### src/rtl/mbox_cmd_pkg.sv
// Package: constants and the header type shared by the command decoder.
// Assumes 64-bit mailbox words and a 64-bit doorbell numbered LSB = 0.
package mbox_cmd_pkg;
    localparam int WORD_W        = 64;
    localparam int FIELD_W       = 16;
    localparam int DB_W          = 64;
    localparam logic [15:0] CODE_TIMER = 16'hD401;
    localparam int FLG_START_BIT = 0;
    localparam int FLG_STOP_BIT  = 1;
    localparam int FLG_ACK_BIT   = 9;
    // doorbell bits counted from the MSB are mapped to LSB indices
    localparam int DB_MSGREAD_IDX = DB_W - 1 - 1;
    localparam int DB_EXPIRY_IDX  = DB_W - 1 - 14;

    typedef struct packed {
        logic [FIELD_W-1:0] flags;
        logic [FIELD_W-1:0] seq;
        logic [FIELD_W-1:0] code;
    } cmd_hdr_t;
endpackage

### src/rtl/mbox_hdr_latch.sv
// Module: captures the header of word 0 on a strobe and decodes it.
// Produces registered one-cycle acknowledge and unsupported pulses, and
// combinational timer start/stop requests valid in the strobe cycle.
// Assumes the strobe is a single-cycle qualifier for word 0.
module mbox_hdr_latch
    import mbox_cmd_pkg::*;
(
    input  logic              clk,
    input  logic              rst_n,
    input  logic              strobe_i,
    input  logic [WORD_W-1:0] word0_i,
    output cmd_hdr_t          hdr_o,
    output logic              ack_pulse_o,
    output logic              unsup_pulse_o,
    output logic              tmr_start_o,
    output logic              tmr_stop_o
);
    cmd_hdr_t hdr_in;
    logic     is_timer;
    logic     unused_hi;

    // Purpose: view the low three fields of word 0 as a header.
    assign hdr_in    = cmd_hdr_t'(word0_i[3*FIELD_W-1:0]);
    assign unused_hi = ^word0_i[WORD_W-1:3*FIELD_W];

    // Purpose: decode the timer command and its start/stop flags.
    always_comb begin
        is_timer    = (hdr_in.code == CODE_TIMER);
        tmr_start_o = strobe_i && is_timer && hdr_in.flags[FLG_START_BIT];
        tmr_stop_o  = strobe_i && is_timer && hdr_in.flags[FLG_STOP_BIT];
    end

    // Purpose: hold the header and emit the per-strobe pulses.
    always_ff @(posedge clk) begin
        if (!rst_n) begin
            hdr_o         <= '0;
            ack_pulse_o   <= 1'b0;
            unsup_pulse_o <= 1'b0;
        end else begin
            ack_pulse_o   <= strobe_i && hdr_in.flags[FLG_ACK_BIT];
            unsup_pulse_o <= strobe_i && !is_timer;
            if (strobe_i) begin
                hdr_o <= hdr_in;
            end
        end
    end
endmodule

### src/rtl/us_tick_gen.sv
// Module: divides the system clock into a one-microsecond tick.
// The phase restarts on every timer start and is held at zero while idle,
// so the first tick comes exactly CLKS_PER_US edges after a start.
module us_tick_gen #(
    parameter int CLKS_PER_US = 100
) (
    input  logic clk,
    input  logic rst_n,
    input  logic run_i,
    input  logic restart_i,
    output logic tick_o
);
    localparam int PW = (CLKS_PER_US > 1) ? $clog2(CLKS_PER_US) : 1;
    localparam logic [PW-1:0] LAST = PW'(CLKS_PER_US - 1);

    generate
        if (CLKS_PER_US == 1) begin : g_direct
            // Purpose: every clock is a microsecond; no divider needed.
            assign tick_o = run_i;
        end else begin : g_div
            logic [PW-1:0] phase;

            // Purpose: count clocks within the current microsecond.
            always_ff @(posedge clk) begin
                if (!rst_n || restart_i || !run_i) begin
                    phase <= '0;
                end else if (phase == LAST) begin
                    phase <= '0;
                end else begin
                    phase <= phase + 1'b1;
                end
            end

            assign tick_o = run_i && (phase == LAST);
        end
    endgenerate
endmodule

### src/rtl/oneshot_us_timer.sv
// Module: one-shot down-counter in microseconds.
// A command (start and/or stop) takes priority over a tick in the same
// cycle. Start then stop within one command leaves the timer idle.
// Durations 0 and 1 both expire on the first tick.
module oneshot_us_timer #(
    parameter int DUR_W = 32
) (
    input  logic             clk,
    input  logic             rst_n,
    input  logic             start_i,
    input  logic             stop_i,
    input  logic [DUR_W-1:0] dur_i,
    input  logic             tick_i,
    output logic             busy_o,
    output logic             expire_o
);
    logic [DUR_W-1:0] remain;

    // Purpose: load, cancel or decrement the count and flag expiry.
    always_ff @(posedge clk) begin
        if (!rst_n) begin
            remain   <= '0;
            busy_o   <= 1'b0;
            expire_o <= 1'b0;
        end else begin
            expire_o <= 1'b0;
            if (start_i || stop_i) begin
                if (start_i) begin
                    remain <= dur_i;
                    busy_o <= 1'b1;
                end
                if (stop_i) begin
                    busy_o <= 1'b0;
                end
            end else if (busy_o && tick_i) begin
                if (remain <= DUR_W'(1)) begin
                    busy_o   <= 1'b0;
                    expire_o <= 1'b1;
                end else begin
                    remain <= remain - 1'b1;
                end
            end
        end
    end
endmodule

### src/rtl/mbox_cmd_timer.sv
// Module: top of the command decoder. Ties header capture, the
// microsecond prescaler and the one-shot timer together, and forms the
// doorbell set mask. Assumes a neighbour ORs db_set_o into its doorbell.
module mbox_cmd_timer
    import mbox_cmd_pkg::*;
#(
    parameter int CLKS_PER_US = 100,
    parameter int DUR_W       = 32
) (
    input  logic        clk,
    input  logic        rst_n,
    input  logic        cmd_strobe_i,
    input  logic [63:0] cmd_word0_i,
    input  logic [63:0] cmd_word1_i,
    output logic [15:0] cmd_code_o,
    output logic [15:0] seq_id_o,
    output logic [15:0] ctrl_flags_o,
    output logic [63:0] db_set_o,
    output logic        unsup_o,
    output logic        timer_busy_o
);
    cmd_hdr_t hdr;
    logic     ack_pulse;
    logic     tmr_start;
    logic     tmr_stop;
    logic     tick;
    logic     expire;

    mbox_hdr_latch u_hdr (
        .clk           (clk),
        .rst_n         (rst_n),
        .strobe_i      (cmd_strobe_i),
        .word0_i       (cmd_word0_i),
        .hdr_o         (hdr),
        .ack_pulse_o   (ack_pulse),
        .unsup_pulse_o (unsup_o),
        .tmr_start_o   (tmr_start),
        .tmr_stop_o    (tmr_stop)
    );

    us_tick_gen #(.CLKS_PER_US(CLKS_PER_US)) u_tick (
        .clk       (clk),
        .rst_n     (rst_n),
        .run_i     (timer_busy_o),
        .restart_i (tmr_start),
        .tick_o    (tick)
    );

    oneshot_us_timer #(.DUR_W(DUR_W)) u_tmr (
        .clk      (clk),
        .rst_n    (rst_n),
        .start_i  (tmr_start),
        .stop_i   (tmr_stop),
        .dur_i    (cmd_word1_i[DUR_W-1:0]),
        .tick_i   (tick),
        .busy_o   (timer_busy_o),
        .expire_o (expire)
    );

    generate
        if (DUR_W < WORD_W) begin : g_w1_spare
            logic unused_w1;
            assign unused_w1 = ^cmd_word1_i[WORD_W-1:DUR_W];
        end
    endgenerate

    // Purpose: present the held header fields.
    assign cmd_code_o   = hdr.code;
    assign seq_id_o     = hdr.seq;
    assign ctrl_flags_o = hdr.flags;

    // Purpose: merge acknowledge and expiry requests into one set mask.
    always_comb begin
        db_set_o                 = '0;
        db_set_o[DB_MSGREAD_IDX] = ack_pulse;
        db_set_o[DB_EXPIRY_IDX]  = expire;
    end
endmodule

### config.mk
export PLATFORM = sky130hd
export DESIGN_NAME = mbox_cmd_timer
export DESIGN_NICKNAME = d
export VERILOG_FILES = /design/src/rtl/mbox_cmd_pkg.sv /design/src/rtl/mbox_hdr_latch.sv /design/src/rtl/us_tick_gen.sv /design/src/rtl/oneshot_us_timer.sv /design/src/rtl/mbox_cmd_timer.sv
export SDC_FILE = /design/constraint.sdc
export NUM_CORES = 1
export LEC_CHECK = 0
export ABC_AREA = 1
export CELL_PAD_IN_SITES_DETAIL_PLACEMENT = 1
export CELL_PAD_IN_SITES_GLOBAL_PLACEMENT = 1
export CORE_UTILIZATION = 28
export CTS_CLUSTER_SIZE = 12
export DETAILED_ROUTE_END_ITERATION = 10
export PLACE_DENSITY = 0.83
export SYNTH_ARGS = -nofsm -noshare
export SYNTH_HDL_FRONTEND = slang
export SYNTH_SLANG_ARGS = --single-unit
export TNS_END_PERCENT = 20
### constraint.sdc
create_clock -name clk -period 2.28 [get_ports clk]
set_clock_uncertainty 0.1 [all_clocks]
set_input_delay 0.684 -clock clk [delete_from_list [all_inputs] [get_ports clk]]
set_output_delay 0.684 -clock clk [all_outputs]
set_load 0.02 [all_outputs]
=== Yosys cells after proc, flatten, opt, wreduce, memory -nomap -nowiden ===
Index checks and enable logic that the tools add are counted.

* Flip-flop bits (word level): 91
* Output and inout port bits: 114
* Input port bits: 131
* Memory bits (writable): 0
* Memories: 0
* Latch bits: 0
* ROM bits: 0

* Divide/modulo/power cells: 0
* $add $sub $neg: 2
* Multiply operators: 0
* Order comparisons: 1
* Bitwise operators: 2
* Eq/ne operators: 5
* Multiplexer cells: 10
* Shift-type cells: 0
* Reductions and logical operators: 19

{| class="wikitable"
|+ Operator list
! cell !! count
|-
| 32-bit two-way mux || 4
|-
| 32-bit by 1-bit <= comparator with 1-bit output, second input constant || 1
|-
| 32-bit by 1-bit subtractor with 32-bit output, second input constant || 1
|-
| 16-bit == test, second input constant || 1
|-
| 7-bit by 1-bit adder with 7-bit output, second input constant || 1
|-
| 7-bit == test, second input constant || 1
|-
| 1-bit logical AND || 7
|-
| 1-bit two-way mux || 6
|-
| 3-bit AND reduction || 2
|-
| 2-bit nonzero test || 2
|-
| 1-bit logical NOT || 3
|-
| 1-bit logical OR || 3
|-
| 3-bit by 2-bit inequality test with 1-bit output, second input constant || 1
|-
| 3-bit OR reduction || 1
|-
| 2-bit by 1-bit inequality test with 1-bit output, second input constant || 1
|-
| 2-bit inequality test, second input constant || 1
|-
| 1-bit inverter || 2
|-
| 2-bit OR reduction || 1
|}

=== Longest topological paths before layout ===
* Depth in word-level cells: 6
* Depth in mapped cells: 13

=== Hierarchy ===
From an unflattened synthesis, not the netlist that was laid out.

* Cell total of the unflattened synthesis: 788
* Area total of the unflattened synthesis: 5,271.3 sq um

{| class="wikitable"
|+ By module, submodules not included
! module !! instances !! area each (sq um) !! cells each
|-
| oneshot_us_timer || 1 || 2,503.7 || 438
|-
| mbox_hdr_latch || 1 || 1,926.8 || 233
|-
| mbox_cmd_timer || 1 || 484.2 || 65
|-
| us_tick_gen || 1 || 356.6 || 52
|}

=== Least setup slack after synthesis ===
No wires, ideal clock.

* Kind: input to register
* Start: in cmd_word0_i[4]
* End: reg u_tmr.remain[12]
* Arrival: 1.685 ns
* Cell stages on the path: 11
* Path buffers: 1
* Required time: 2.067 ns
* Slack: 0.382 ns
* Setup time: 0.113 ns
* Path through: nor2_1 -> nand2_1 -> nor2_4 -> nand3_1 -> nand2_1 -> inv_1 -> nand2_4 -> buf_2 -> nand3b_1 -> nand2_1 -> nor2_1

* Word-level cells in the longest chain between the ends: 6
* Elaborated cells between the ends (all ways): 10
* Classes of those cells: 3 x eq/ne; 1 x mux; 6 x reduce/logical

{| class="wikitable"
|+ Ends and longest elaborated chain
! what !! RTL line !! text
|-
| start, declared || mbox_cmd_timer.sv:13 || <nowiki>input logic [63:0] cmd_word0_i,</nowiki>
|-
| 16-bit == test (*) || mbox_hdr_latch.sv:28 || <nowiki>is_timer = (hdr_in.code == CODE_TIMER);</nowiki>
|-
| 1-bit logical AND (*) || mbox_hdr_latch.sv:29, mbox_hdr_latch.sv:30 ||
|-
| 1-bit logical AND (on tied branches) || mbox_hdr_latch.sv:29, mbox_hdr_latch.sv:30 ||
|-
| 1-bit logical OR || oneshot_us_timer.sv:27 || <nowiki>if (start_i || stop_i) begin</nowiki>
|-
| 2-bit by 1-bit inequality test with 1-bit output (no source line), or another cell as far along || n/a ||
|-
| 3-bit AND reduction (no source line) || n/a ||
|-
| end signal, assigned || oneshot_us_timer.sv:29 || <nowiki>remain <= dur_i;</nowiki>
|-
| end signal, assigned || oneshot_us_timer.sv:40 || <nowiki>remain <= remain - 1'b1;</nowiki>
|-
| end, declared || oneshot_us_timer.sv:17 || <nowiki>logic [DUR_W-1:0] remain;</nowiki>
|}

Mark *: on every way between the ends. The rest lies on a longest branch, timed or not.
A chain may end at the register's enable or synchronous reset.

=== Worst setup path in the final report ===
* Start: in cmd_word0_i[8]
* End: reg u_tmr.remain[25]

Same word-level chain as after synthesis.

==> qor.yml <==
outcome: "completed"
row_count: 50
areaGrowthSynthToFinish_pct: 38.7
diodes: 0
synth_seq_area_share: 0.340
power.density_nw_per_um2: 513
timing.critical_path.from: "cmd_word0_i[8]"
antenna_found_initial: 1
wl_per_cell_um: 14.5
fin_area_sq_um: 7440
worstReg2RegStart: "u_tmr.remain[0]"
first_iter_violations: 187
yosys_warnings: 0
start_kind: "primary input"
drive_gt1_frac: 0.0952
yosysTopAreaCellShare: 0.340
avgSynthCellArea_sq_um: 6.44
cts_max_level: 3
final_hold_viol_count: 0
io_buffers: 134
cts_buffer_depth: 2
finalSetupTns_ns: 0
utilization: 0.397
postRouteAntennaNets: 0
n_fill_cell: 2427
worstSetupPathType: "primary input to flop"
boundaryPins: 245
layout.cells.most_common: "nand2_1"
firstDrtPassIters: 4
syn_area_sq_um: 5370
worstPathArrival_ns: 2.38
worst_pin_slew_ns: 0.512
crit_end: "u_tmr.remain[25]"
core_area_sq_um: 18800
maxCapViolCount: 0
fp.dieH_um: 140
synthDistinctLibCells: 33
clk_transition_reported_paths_ns: 0.07
fmax_ghz: 0.457
die_x_um: 140
maxSlewViolCount: 0
numCtsBuffers: 9
drc_errors: 0
cts_tree: "yes"
grt_max_degree: 34
vias: 5570
ys_seq_elements: 91
hpwl_um: 13300
yosysTopAreaCell: "dfxtp_1"
placed_area_sq_um: 7000
rr_worst_depth: 11
r2r-end: "u_tmr.remain[25]"
root_buffer: "clkbuf_16"
grt-ovfl-total: 0
wirelength_um: 17900
whs_ns: 0.361
die_area_sq_um: 19700
clk-insertion-delay-late_ns: 0.36
worst_hold_path_type: "flop to flop"
final_cell_mix: "nand2_1 (173), nor2_1 (139), clkdlybuf4s50_1 (131)"
fin_cells: 1232
first_global_vias: 5487
cts_sinks: 91
r2r_slack_ns: 0.37
layout.nets: 1127
placed_cells: 1209
slew_headroom: 0.657
grt_usage: 0.181
viasPerCell: 4.52
end_kind: "flop"
post-route-period-util: 0.959
setup_viol: 0
grt_pass1_wl_um: 28000
ctsHoldBuffers: 0
netlist_instances: 833
gp_congestion: 0.914
worstPathRequired_ns: 2.47
netlist_top_cells_area: "dfxtp_1 (34%), nand2_1 (12%), nor2_1 (9.9%)"
fin_crit_ns: 2.19
path_max_fanout: 6
start_util: 0.286
leakagePower_nw: 3.46
ir_worst_vdd_mv: 0.465
[timing repair]
| action | 4_1_cts | 5_1_grt |
|---|---|---|
| endpoints found under the setup margin | 0 | 33 |
| endpoints found under the hold margin | 0 | 0 |
| setup buffers | 0 | 4 |
| gates resized for setup | 0 | 16 |
[worst min-delay path by stage]
stage / startpoint / endpoint / slack, ns / cells past startpoint
2_1_floorplan: u_tick.g_div.phase[0] / u_tick.g_div.phase[0] / 0.32 / 1
3_3_place_gp: u_tick.g_div.phase[0] / u_tick.g_div.phase[0] / 0.33 / 1
3_5_place_dp: u_tick.g_div.phase[0] / u_tick.g_div.phase[0] / 0.35 / 1
4_1_cts: u_tick.g_div.phase[0] / u_tick.g_div.phase[0] / 0.36 / 1
5_1_grt: u_hdr.hdr_o[36] / u_hdr.hdr_o[36] / 0.39 / 2
6_report: u_tick.g_div.phase[0] / u_tick.g_div.phase[0] / 0.36 / 1
[critical path, stage by stage]
cell	delay [ns]
clkdlybuf4s50_1	0.43
nor2_1	0.20
nand2_2	0.12
nor2_4	0.16
nand3_2	0.09
nand2_1	0.06
inv_1	0.05
nand2_4	0.11
nand2_4	0.08
inv_8	0.09
clkbuf_16	0.16
nor2_1	0.04
nor2_1	0.07
[logic make-up (layout without fill, tap and decap cells)]
logic type / count (synthesis) / after routing / share of synthesized area
buffers and inverters: 199 / 303 / 0.191
other: 1 / 62 / 0.000699
AOI/OAI and AO/OA: 69 / 69 / 0.0683
xor gates and xnor gates: 17 / 17 / 0.0278
adders and majority gates: 3 / 3 / 0.00700
DFF: 91 / 91 / 0.340
and+or+nand+nor: 453 / 453 / 0.366
[Yosys cell counts (all sizes together)]
library cell / n
xnor2: 1
xor2: 16
a21boi: 1
conb: 1
o21ai: 55
nor3: 2
dfxtp: 91
ha: 3
nand3b: 3
o22ai: 7
o211ai: 2
inv: 102
nand4: 13
nand3: 101
nand2: 180
a21oi: 4
clkbuf: 17
buf: 79
or2: 1
nor3b: 1
nor2: 152
clkinv: 1
[flip-flops by register name, indices dropped and copies added (netlist names)]
| register | flops |
|---|---|
| u_tmr.expire_o | 1 |
| u_hdr.unsup_pulse_o | 1 |
| u_tmr.remain | 32 |
| u_tick.g_div.phase | 7 |
| u_hdr.hdr_o | 48 |
| u_tmr.busy_o | 1 |
| u_hdr.ack_pulse_o | 1 |
[layer usage]
| layer | routed length [um] | share of wire | track usage |
|---|---|---|---|
| met5 | 13 | 0.00073 | 0 |
| met1 | 7290 | 0.41 | 0.210 |
| met3 | 1750 | 0.098 | 0.0769 |
| met2 | 8560 | 0.48 | 0.307 |
| met4 | 254 | 0.014 | 0.0434 |
[metrics by stage]
stage / power (W) / worst slack (ns)
after global placement: 0.00228 / -0.311
final: 0.00382 / 0.0937
after detailed placement: 0.00228 / -0.365
after CTS: 0.00389 / 0.00428
after floorplan: 0.00203 / 0.382
after global routing: 0.00401 / -0.00263
[layout make-up]
cell class	instances	area, sq um	area share
flip-flops and latches	91	1820	0.245
well taps	234	293	0.0393
clock buffers	9	225	0.0303
multi-input cells	604	2780	0.373
repair buffers	184	1850	0.249
inverters	103	397	0.0533
clock inverters	7	77.6	0.0104
[report_power, final]
part	switching, W	internal, W
logic	0.000311	0.000269
registers	0.0000286	0.00164
clock network	0.000785	0.000786
Power figures use the tool's default switching activity.
